File: config.mk
export PLATFORM = sky130hd
export DESIGN_NAME = handshake_sequencer2
export DESIGN_NICKNAME = d
export VERILOG_FILES = /design/src/rtl/hs_seq_pkg.sv /design/src/rtl/hs_seq_fsm.sv /design/src/rtl/hs_seq_outreg.sv /design/src/rtl/handshake_sequencer2.sv
export SDC_FILE = /design/constraint.sdc
export NUM_CORES = 1
export LEC_CHECK = 0
export BUFFER_PORTS_ARGS = -buffer_cell sky130_fd_sc_hd__buf_2
export CAP_MARGIN = 25
export CORE_AREA = 2 2 39 41
export CTS_CLUSTER_SIZE = 10
export DETAILED_ROUTE_END_ITERATION = 7
export DIE_AREA = 0 0 41 43
export SLEW_MARGIN = 0
export SYNTH_ARGS = -nofsm -noshare
export SYNTH_HDL_FRONTEND = slang
export SYNTH_SLANG_ARGS = --single-unit
File: constraint.sdc
create_clock -name clk -period 3.1 [get_ports clk]
set_clock_uncertainty 0.05 [all_clocks]
set_input_delay 0.31 -clock clk [delete_from_list [all_inputs] [get_ports clk]]
set_output_delay 0.31 -clock clk [all_outputs]
set_load 0.02 [all_outputs]
File: src/rtl/hs_seq_pkg.sv
package hs_seq_pkg;

    typedef enum logic [2:0] {
        S_IDLE,
        S_C1_RISE,
        S_C1_FALL,
        S_C2_RISE,
        S_C2_FALL,
        S_PAR_ACK,
        S_PAR_RTZ
    } seq_state_e;

    typedef struct packed {
        logic par_ack;
        logic c1_req;
        logic c2_req;
    } seq_out_s;

    localparam seq_out_s OUT_IDLE = '{par_ack: 1'b0, c1_req: 1'b0, c2_req: 1'b0};

    // Output levels that belong to each state.
    function automatic seq_out_s levels_of(input seq_state_e s);
        seq_out_s o;
        o = OUT_IDLE;
        case (s)
            S_C1_RISE: o.c1_req  = 1'b1;
            S_C2_RISE: o.c2_req  = 1'b1;
            S_PAR_ACK: o.par_ack = 1'b1;
            default:   o = OUT_IDLE;
        endcase
        return o;
    endfunction

    // Next state from the present state and the sampled handshake inputs.
    function automatic seq_state_e step(input seq_state_e s,
                                        input logic par_req,
                                        input logic c1_ack,
                                        input logic c2_ack);
        seq_state_e n;
        n = s;
        case (s)
            S_IDLE:    if (par_req)  n = S_C1_RISE;
            S_C1_RISE: if (c1_ack)   n = S_C1_FALL;
            S_C1_FALL: if (!c1_ack)  n = S_C2_RISE;
            S_C2_RISE: if (c2_ack)   n = S_C2_FALL;
            S_C2_FALL: if (!c2_ack)  n = S_PAR_ACK;
            S_PAR_ACK: if (!par_req) n = S_PAR_RTZ;
            S_PAR_RTZ: n = S_IDLE;
            default:   n = S_IDLE;
        endcase
        return n;
    endfunction

endpackage

File: src/rtl/hs_seq_fsm.sv
module hs_seq_fsm
    import hs_seq_pkg::*;
(
    input  logic       clk,
    input  logic       rst,
    input  logic       par_req,
    input  logic       c1_ack,
    input  logic       c2_ack,
    output seq_state_e state_next
);

    seq_state_e state_q;

    always_comb begin
        state_next = step(state_q, par_req, c1_ack, c2_ack);
    end

    always_ff @(posedge clk) begin
        if (rst) begin
            state_q <= S_IDLE;
        end else begin
            state_q <= state_next;
        end
    end

endmodule

File: src/rtl/hs_seq_outreg.sv
module hs_seq_outreg
    import hs_seq_pkg::*;
(
    input  logic       clk,
    input  logic       rst,
    input  seq_state_e state_next,
    output seq_out_s   levels_q
);

    always_ff @(posedge clk) begin
        if (rst) begin
            levels_q <= OUT_IDLE;
        end else begin
            levels_q <= levels_of(state_next);
        end
    end

endmodule

File: src/rtl/handshake_sequencer2.sv
module handshake_sequencer2
    import hs_seq_pkg::*;
(
    input  logic clk,
    input  logic rst,
    input  logic par_req,
    output logic par_ack,
    output logic c1_req,
    input  logic c1_ack,
    output logic c2_req,
    input  logic c2_ack
);

    seq_state_e state_next;
    seq_out_s   levels_q;

    hs_seq_fsm u_fsm (
        .clk        (clk),
        .rst        (rst),
        .par_req    (par_req),
        .c1_ack     (c1_ack),
        .c2_ack     (c2_ack),
        .state_next (state_next)
    );

    hs_seq_outreg u_outreg (
        .clk        (clk),
        .rst        (rst),
        .state_next (state_next),
        .levels_q   (levels_q)
    );

    assign par_ack = levels_q.par_ack;
    assign c1_req  = levels_q.c1_req;
    assign c2_req  = levels_q.c2_req;

endmodule

==> key figures <==
Outcome
  • Status: completed

Clock network
  • Setup Fix Bufs, Post-CTS: 0
  • Worst skew pair latency: 0.24 ns
  • Maximum clock path buffer count: 2
  • Post-CTS Resized: 0
  • CTS tree: yes
  • Cts hold-fix bufs: 0
  • CTS clk-pin slew, worst paths: 0.05 ns
  • CTS root buffer: clkbuf_4
  • H-tree depth: 1
  • Clock sinks: 6
  • CTS buffer count: 3

Global routing
  • First-pass GRT wire length: 765 microns
  • Met1 Resource Use GR: 6.47%
  • Global route overflow: 0
  • GRT busiest layer: met2
  • Met3 Use GR: 1.57%
  • Pin count of the biggest net entering global routing: 9
  • Met2 Usage GRT: 10.0%
  • Initial antenna violation count: 0
  • Vias in the first global route: 218
  • Total global-route track usage: 6.74%

Synth
  • Sequential element share of the synthesized area: 40.7%
  • Mapped Cells: 29
  • Top-count cell post-synth: dfxtp_1
  • Leading post-synthesis cells by cell area: dfxtp_1 41%, and2b_2 5.9%, nor4b_2 5.1%
  • Cell variety after synth: 16
  • Mapped Area: 295 sq um
  • Synth top cells by count: 6 x dfxtp_1, 3 x nand2_1, 3 x nor2_1
  • Main flop type after synthesis: dfxtp_1
  • Post-synth EDFFs: 0
  • Synth Register Bits: 6
  • Mean Syn Cell Area: 10.2 sq um
  • Syn. warnings: 0
  • Syn_nets: 34
  • Synth async-reset ratio: 0%
  • Top-area cell type share of the netlist area: 40.7%
  • Synth area leader: dfxtp_1

Job
  • Max Cap Viol: 0

STA
  • Worst-margin pin slew: 0.288 ns
  • Minimum clock period: 1.41 ns
  • Hold slack: 0.269 ns
  • Unrepaired setup endpoints after global routing: no
  • Max-slew violation count: 0
  • Setup TNS Final: 0 ns
  • Final hold violations: 0
  • Top achievable clock speed: 0.708 GHz
  • Final WS setup: 1.69 ns
  • Max_slew headroom: 80.8%
  • Fin crit share: 45.6%
  • Final setup vio count: 0

Routing
  • # DRC: 0
  • DR vias: 240
  • Final WL: 513 microns
  • DR vias/cell: 4.44
  • Drt first pass iters: 2
  • Routed len/inst: 9.50 microns
  • DR iter-0 viols: 1
  • Final ANT Viol Nets: 0

Finish
  • Area grow syn2layout: 22.5%
  • Share of layout cells above drive strength 1: 44.7%
  • Antenna fix cells: 0
  • Fin util: 26.1%
  • Fin nets: 45

Placed design
  • Routability congestion estimate: 0.686
  • Pre-CTS WS: 1.69 ns
  • Port Buffers: 7
  • DP Wirelength: 386 microns

Setup path
  • Crit Path Category: reg -> reg
  • Largest fanout on the critical path: 6
  • Crit path launch type: flip-flop
  • Worst EP arrival: 1.51 ns
  • Required @ worst endpoint: 3.20 ns
  • Crit end category: flip-flop

Power
  • VDD IR max: 0.192 mV
  • Pwr/cell area: 528 nW/um^2
  • Pwr Total: 191 uW
  • Leakage: 0.000152 uW

Die
  • DIE AREA: 1760 sq um
  • Top-level I/O count: 8
  • Initial Util: 21.3%
  • Core Area: 1380 sq um
  • Die height: 43 microns
  • Die width: 41 microns
  • Rows: 14

Min path
  • Worst Hold Class: in -> reg
## where the power goes
part,internal [uW],leakage (uW),switching (uW)
clock,43.8,0.0000138,27.7
combinational,14.8,0.0000896,17.2
sequential,82.5,0.0000490,4.92
total,141,0.000152,49.8
## through the flow
stage,area [sq um],cells
global placement,339,51
floorplan,295,29
finish,362,54
CTS,362,54
global route,362,54
detailed placement,339,51
## cell usage in the layout (no fill, tap or decap), drive strengths merged, types with 2 or more instances in the layout
cell type / instances
a31oi: 2
or2b: 2
buf: 7
nor2: 3
dfxtp: 6
nand2: 3
and2b: 2
a21oi: 2
clkbuf: 3
## worst paths after layout
kind	start	to	slack [ns]	cells past startpoint
hold reg to reg	u_fsm.state_q[0]	u_fsm.state_q[1]	0.60	2
setup / recovery	u_fsm.state_q[2]	u_outreg.levels_q[1]	1.69	4
setup reg to reg	u_fsm.state_q[2]	u_outreg.levels_q[1]	1.69	4
hold / removal	rst	u_fsm.state_q[1]	0.27	2
## critical path, cell delays in order, from the launching register on
cell     delay, ns
dfxtp_1       0.39
and2b_2       0.27
a21oi_1       0.22
nand2_1       0.13
nor4b_2       0.24
## sequential cells by signal (all words and copies together), names as in the netlist
name / count
u_fsm.state_q: 3
u_outreg.levels_q: 3
## per-layer routing
layer | routed length (microns) | up-vias
met5 | 0 | -
li1 | - | 123
met1 | 219 | 114
met3 | 13 | 0
met4 | 0 | 0
met2 | 280 | 3
## layout make-up
class | count | area (sq um)
clock buffer | 3 | 22.5
fill | 155 | 1020
tap | 16 | 20.0
timing repair buffer | 7 | 35.0
sequential | 6 | 120
multi-input combinational | 22 | 164
## cell families after synthesis
logic type	share of synthesized area, %
buf+inv	3.81
mux	3.39
simple gates	40.7
flops	40.7
compound gates	11.4
Note: power is estimated with default switching activity, not from simulation.
